==> src/rtl/flash_gate_pkg.sv <==
package flash_gate_pkg;
    localparam int unsigned TMO_W  = 11;
    localparam int unsigned CODE_W = 4;

    typedef struct packed {
        logic             on;
        logic             pulse;
        logic             lock;
        logic             flag;
        logic [TMO_W-1:0] cnt;
    } chan_t;
endpackage

==> src/rtl/timeout_decode.sv <==
module timeout_decode
    import flash_gate_pkg::*;
(
    input  logic [CODE_W-1:0] code_i,
    input  logic              x4_i,
    output logic [TMO_W-1:0]  limit_o
);
    logic [TMO_W-1:0] c;
    logic [TMO_W-1:0] base;

    always_comb begin
        c = TMO_W'(code_i);
        if (code_i < CODE_W'(10))
            base = (c << 3) + (c << 1) + TMO_W'(10);
        else
            base = (c << 5) + (c << 4) + (c << 1) - TMO_W'(350);
        limit_o = x4_i ? (base << 2) : base;
    end
endmodule

==> src/rtl/strobe_sense.sv <==
module strobe_sense #(
    parameter int unsigned N_STR = 2
) (
    input  logic             clk,
    input  logic             rst_n,
    input  logic [N_STR-1:0] pin_i,
    input  logic [N_STR-1:0] pin_en_i,
    input  logic [N_STR-1:0] edge_sel_i,
    output logic [N_STR-1:0] lvl_o,
    output logic [N_STR-1:0] rise_o
);
    logic [N_STR-1:0] prev_d, prev_q;

    always_comb begin
        prev_d = pin_i;
        lvl_o  = pin_i & pin_en_i & ~edge_sel_i;
        rise_o = pin_i & ~prev_q & pin_en_i & edge_sel_i;
    end

    always_ff @(posedge clk or negedge rst_n) begin
        if (!rst_n) prev_q <= '0;
        else        prev_q <= prev_d;
    end
endmodule

==> src/rtl/out_channel.sv <==
module out_channel
    import flash_gate_pkg::*;
#(
    parameter int unsigned N_STR = 2
) (
    input  logic             clk,
    input  logic             rst_n,
    input  logic             en_nx_i,
    input  logic [N_STR-1:0] map_i,
    input  logic [N_STR-1:0] str_en_i,
    input  logic [N_STR-1:0] lvl_i,
    input  logic [N_STR-1:0] rise_i,
    input  logic             tick_i,
    input  logic [TMO_W-1:0] limit_i,
    input  logic             tmo_dis_i,
    input  logic             fault_i,
    input  logic             ack_i,
    output logic             on_o,
    output logic             flag_o,
    output logic             clr_o
);
    chan_t r_d, r_q;
    logic  asg, lvl_req, e_start, expire, on_nx;

    always_comb begin
        r_d     = r_q;
        asg     = |(map_i & str_en_i);
        lvl_req = |(map_i & lvl_i);
        e_start = |(map_i & rise_i);
        expire  = r_q.on & tick_i & ~tmo_dis_i & (r_q.cnt == limit_i - 1'b1);
        clr_o   = ~asg & (expire | fault_i);

        r_d.flag  = (r_q.flag & ~ack_i) | expire;
        r_d.lock  = expire | fault_i | (r_q.lock & lvl_req);
        r_d.pulse = en_nx_i & ~fault_i & ~expire & (r_q.pulse | e_start);
        on_nx     = en_nx_i & ~fault_i & ~expire &
                    (asg ? (r_d.pulse | (lvl_req & ~r_d.lock)) : 1'b1);
        r_d.on    = on_nx;

        if (on_nx && r_q.on) begin
            if (tick_i && (r_q.cnt < limit_i - 1'b1))
                r_d.cnt = r_q.cnt + 1'b1;
        end else begin
            r_d.cnt = '0;
        end

        on_o   = r_q.on;
        flag_o = r_q.flag;
    end

    always_ff @(posedge clk or negedge rst_n) begin
        if (!rst_n) r_q <= '0;
        else        r_q <= r_d;
    end

    // a fault empties this output on the next edge
    a_r10_fault_off: assert property (@(posedge clk) disable iff (!rst_n)
        fault_i |=> !r_q.on);

    // every time-out leaves its flag set
    a_r9_flag_set: assert property (@(posedge clk) disable iff (!rst_n)
        expire |=> r_q.flag);

    // no flag rises while the time-out was disabled
    a_r4_no_flag_disabled: assert property (@(posedge clk) disable iff (!rst_n)
        $past(tmo_dis_i) |-> !$rose(r_q.flag));
endmodule

==> src/rtl/flash_gate_ctrl.sv <==
module flash_gate_ctrl
    import flash_gate_pkg::*;
#(
    parameter int unsigned N_OUT = 4,
    parameter int unsigned N_STR = 2,
    localparam int unsigned MAP_W = N_OUT * N_STR,
    localparam int unsigned CFG_W = CODE_W + 2 + N_STR
) (
    input  logic             clk,
    input  logic             rst_n,
    input  logic [MAP_W-1:0] str_map_i,
    input  logic             en_wr_i,
    input  logic [N_OUT-1:0] en_wdata_i,
    input  logic [N_STR-1:0] strobe_i,
    input  logic [N_STR-1:0] strobe_en_i,
    input  logic [CFG_W-1:0] tcfg_i,
    input  logic             fault_i,
    input  logic             tick_ms_i,
    input  logic             flag_ack_i,
    output logic [N_OUT-1:0] led_on_o,
    output logic [N_OUT-1:0] en_o,
    output logic [N_OUT-1:0] to_flag_o
);
    logic [N_OUT-1:0] en_d, en_q, clr;
    logic [N_STR-1:0] lvl, rise;
    logic [TMO_W-1:0] limit;

    timeout_decode u_dec (
        .code_i  (tcfg_i[CODE_W-1:0]),
        .x4_i    (tcfg_i[CODE_W]),
        .limit_o (limit)
    );

    strobe_sense #(.N_STR(N_STR)) u_str (
        .clk        (clk),
        .rst_n      (rst_n),
        .pin_i      (strobe_i),
        .pin_en_i   (strobe_en_i),
        .edge_sel_i (tcfg_i[CFG_W-1:CODE_W+2]),
        .lvl_o      (lvl),
        .rise_o     (rise)
    );

    always_comb begin
        en_d = (en_wr_i ? en_wdata_i : en_q) & ~clr;
        en_o = en_q;
    end

    always_ff @(posedge clk or negedge rst_n) begin
        if (!rst_n) en_q <= '0;
        else        en_q <= en_d;
    end

    for (genvar i = 0; i < N_OUT; i++) begin : g_ch
        logic [N_STR-1:0] map_col;
        for (genvar s = 0; s < N_STR; s++) begin : g_map
            assign map_col[s] = str_map_i[s*N_OUT + i];
        end

        out_channel #(.N_STR(N_STR)) u_ch (
            .clk       (clk),
            .rst_n     (rst_n),
            .en_nx_i   (en_d[i]),
            .map_i     (map_col),
            .str_en_i  (strobe_en_i),
            .lvl_i     (lvl),
            .rise_i    (rise),
            .tick_i    (tick_ms_i),
            .limit_i   (limit),
            .tmo_dis_i (tcfg_i[CODE_W+1]),
            .fault_i   (fault_i),
            .ack_i     (flag_ack_i),
            .on_o      (led_on_o[i]),
            .flag_o    (to_flag_o[i]),
            .clr_o     (clr[i])
        );

        // an output never conducts with its enable bit clear
        a_r1_on_needs_en: assert property (@(posedge clk) disable iff (!rst_n)
            !en_o[i] |-> !led_on_o[i]);

        // an auto-clear request drops the enable bit
        a_r5_auto_clear: assert property (@(posedge clk) disable iff (!rst_n)
            clr[i] |=> !en_o[i]);
    end
endmodule

==> config.mk <==
export PLATFORM = sky130hd
export DESIGN_NAME = flash_gate_ctrl
export DESIGN_NICKNAME = d
export VERILOG_FILES = /design/src/rtl/flash_gate_pkg.sv /design/src/rtl/timeout_decode.sv /design/src/rtl/strobe_sense.sv /design/src/rtl/out_channel.sv /design/src/rtl/flash_gate_ctrl.sv
export SDC_FILE = /design/constraint.sdc
export NUM_CORES = 1
export LEC_CHECK = 0
export CAP_MARGIN = 40
export CORE_AREA = 2 2 108 110
export DETAILED_ROUTE_END_ITERATION = 7
export DIE_AREA = 0 0 110 112
export PLACE_DENSITY = 0.77
export SETUP_SLACK_MARGIN = 0.15
export SYNTH_ARGS = -nofsm -noshare
export SYNTH_HDL_FRONTEND = slang
export SYNTH_SLANG_ARGS = --single-unit
==> constraint.sdc <==
create_clock -name clk -period 2.55 [get_ports clk]
set_clock_uncertainty 0.15 [all_clocks]
set_input_delay 0.765 -clock clk [delete_from_list [all_inputs] [get_ports clk]]
set_output_delay 0.765 -clock clk [all_outputs]
set_load 0.05 [all_outputs]
==> impl_metrics.csv <==
group,metric,value,unit
logic_synthesis,synth_area,0.005051,sq mm
timing,period_share,1.888,
global_route,grt.total_usage,0.2630,
finish,final_util,0.7134,
finish,stdcell_count,865,
timing,setup_viol,64,
global_route,grt.busiest_layer,"met2",
floorplanning,core-area,0.01117,sq mm
global_route,grt_pass1_wl,25520,um
clocking,cts_root_buffer,"clkbuf_16",
logic_synthesis,ys.flop_type,"dfrtp_1",
timing,finalHoldViolCount,0,
timing,fin_setup_tns,-133.64,ns
timing,post-route-min-period,4.815,ns
placed_design,gp_congestion,0.9278,
timing,rsz0062_at_grt,"yes",
global_route,antenna_found_initial,0,
logic_synthesis,synth-seq-cells,66,
critical_path,crit_start,"tcfg_i[0]",
critical_path,rr_worst_depth,9,
critical_path,crit_arrival,4.89,ns
timing,drv_slew,0,
placed_design,io_buffers,41,
timing,slew_headroom,0.5638,
routing,ant_nets,0,
critical_path,regToRegStartpoint,"g_ch[0].u_ch.r_q[1]",
power_and_ir_drop,ir_drop,0.4516,mV
power_and_ir_drop,p_leak,3.658,nW
global_route,grt_max_degree,43,
finish,post_route_cells_drive_above_1_share,0.4238,
logic_synthesis,seq_area_frac_synth,0.3270,
logic_synthesis,synthCells,545,
routing,drt-initial-drc-count,441,
timing,worst_slew_pin_slew,0.6497,ns
placed_design,hpwl,10570,um
routing,vias,5468,
critical_path,criticalPathCategory,"input pin to register",
critical_path,reg2reg_to,"g_ch[0].u_ch.r_q[5]",
global_route,grt_pass1_vias,5336,
global_route,use_met3,0.03513,
routing,dr.pass1.iters,5,
clocking,cts-buffers-inserted,9,
clocking,cts_max_level,3,
critical_path,path_max_fanout,5,
power_and_ir_drop,combPwrFrac,0.337,
timing,setup_ws,-2.265,ns
finish,final_cell_area,0.007971,sq mm
logic_synthesis,synth_area_leaders,"dfrtp_1 (33%), ha_1 (15%), xor2_1 (4.5%), a21oi_1 (3.4%), nor2_1 (3.3%)",
run_status,violations,"setup timing",
clocking,clkTransAtPathRegs,0.06,ns
floorplanning,die-area,0.01232,sq mm
logic_synthesis,netlist.area_leader.share,0.3270,
floorplanning,start_util,0.4520,
floorplanning,dieHeight,112,um
global_route,gr-total-overflow,0,
global_route,gr-usage-met1,0.3198,
logic_synthesis,synth_nets,635,
critical_path,critPathCaptureType,"register",
critical_path,ff2ff_setup_slack,-0.23,ns
power_and_ir_drop,swShare,0.3067,
finish,areaGrowthSynthToFinish,57.82,%
routing,wire_per_inst,21.36,um
floorplanning,design.portCount,42,
clocking,cts_num_sinks,66,
placed_design,place_inst,816,
critical_path,setup.worst_path.start_class,"input pin",
floorplanning,die_w,110,um
placed_design,dpl_cell_area,0.006569,sq mm
critical_path,cp-endpoint,"g_ch[3].u_ch.r_q[7]",
floorplanning,row_count,39,
clocking,clk_path_buf_depth,2,
finish,diodes,0,
routing,vias_per_cell,6.321,
logic_synthesis,synth_edf_count,0,
run_status,outcome,"complete, but fails checks",
critical_path,cp_data_required_time,2.63,ns
power_and_ir_drop,p_switching,0.001190,W
power_and_ir_drop,pwr_density_cell,486.7,mW/mm^2
timing,max_freq,207.7,MHz
critical_path,cpMaxStageDelayCell,"fa_2",
placed_design,place_ws,-2.977,ns
clocking,cts_tree,"yes",
logic_synthesis,async_flop_share,1.000,
logic_synthesis,syn_area_per_cell,9.268,sq um
power_and_ir_drop,p_seq_frac,0.278,
run,maxCapViolations,0,
logic_synthesis,ys_types,67,
clocking,insertion_delay,0.34,ns
logic_synthesis,synth_largest_area_cell,"dfrtp_1",
power_and_ir_drop,clockPowerShare,0.386,
routing,drt_wl_total,18480,um
logic_synthesis,yosys_warnings,0,
routing,drc,0,
finish,final_nets,808,
finish,final_cell_mix,"buf_4 (105), dfrtp_1 (66), ha_1 (47)",
power_and_ir_drop,p_int,0.002690,W
critical_path,slowest_delay,0.62,ns
critical_path,crit_chain,"buf_8 > ha_4 > fa_2 > o21ai_4 > xor2_2 > mux2i_2 > or2_1 > mux2_4 > nor4_4 > xnor2_2 > buf_4 > buf_6 > ha_4 > nor4_4 > o221ai_2 > a311o_2 > buf_6 > nor3_4 > xnor2_1 > nor2_1",
hold_path,min_path_type,"input pin to asynchronous set/reset pin",
finish,final_common_cell,"buf_4",
global_route,met2_usage,0.4573,
-- stage by stage --
step,power (W),hold WS [ns]
final,0.003880,0.2699
after floorplan,0.001629,0.2992
after detailed placement,0.002073,0.3219
after global placement,0.002038,0.3109
after global routing,0.003996,0.3182
after CTS,0.003645,0.2873
-- kinds of logic (layout without fill, tap and decap cells) --
group	after synthesis	count (layout)	synth area share
compound gates	152	153	0.2155
xor+xnor	39	39	0.06762
simple gates	172	172	0.1759
mux	11	11	0.02279
buf+inv	45	221	0.04112
fa+ha+maj	60	60	0.1501
flops	66	66	0.3270
-- cell usage after synthesis (all sizes together) (10+ instances only) --
library cell,n
a21oi,36
ha,59
nand4,12
a22oi,10
o21ai,26
nand2,27
xnor2,13
dfrtp,66
nor2,45
a21o,17
xor2,26
nor3,15
buf,10
and3,12
nand3,18
inv,27
-- what timing repair did --
item                       CTS  global route
pin swaps                   30            57
resized for setup           82           123
setup endpoints to repair   76            64
gates cloned                 1             2
hold buffers                 0             0
buffers inserted            17            14
-- sequential cells by signal (all words and copies together), names as in the netlist --
register / count
g_ch.u_ch.on_o: 4
g_ch.u_ch.r_q: 52
en_o: 4
g_ch.u_ch.flag_o: 4
u_str.prev_q: 2
-- worst min-delay path by stage --
stage,endpoint,startpoint,slack (ns)
final,g_ch[2].u_ch.on_o,rst_n,0.27
after global placement,g_ch[1].u_ch.r_q[12],g_ch[1].u_ch.r_q[12],0.31
after detailed placement,g_ch[3].u_ch.flag_o,g_ch[3].u_ch.flag_o,0.32
after CTS,g_ch[3].u_ch.r_q[9],rst_n,0.29
after global routing,g_ch[2].u_ch.on_o,rst_n,0.32
after floorplan,g_ch[1].u_ch.r_q[12],g_ch[1].u_ch.r_q[12],0.30
-- final cells by class --
cell class                 instances  area, sq um
clock inverter                     4        98.84
multi-input combinational        435         4076
inverter                          27        101.3
fill                             660         3203
timing repair buffer             179         1612
sequential                        66         1652
tap                              143        178.9
clock buffer                      11        252.7
-- power by group through the flow --
stage / Combinational (W) / Clock, W / Sequential, W
global route: 0.00137 / 0.00154 / 0.00108
floorplan: 0.000515 / 0 / 0.00111
CTS: 0.00109 / 0.00148 / 0.00108
detailed placement: 0.000978 / 0 / 0.00110
global placement: 0.000944 / 0 / 0.00109
finish: 0.00131 / 0.00150 / 0.00108
-- critical path, delay by kind of cell --
kind	cells	cell delay [ns]
adders and majority gates	3	0.95
xor gates and xnor gates	3	0.49
AOI/OAI and AO/OA	3	0.63
muxes	2	0.48
and+or+nand+nor	5	1.02
buffers and inverters	4	0.56
-- per-layer routing --
layer	up-vias	routed length [um]
met5	-	0
met4	0	843
met3	88	1151
met2	327	9559
met1	2679	6923
li1	2374	-
Power figures use the tool's default switching activity.
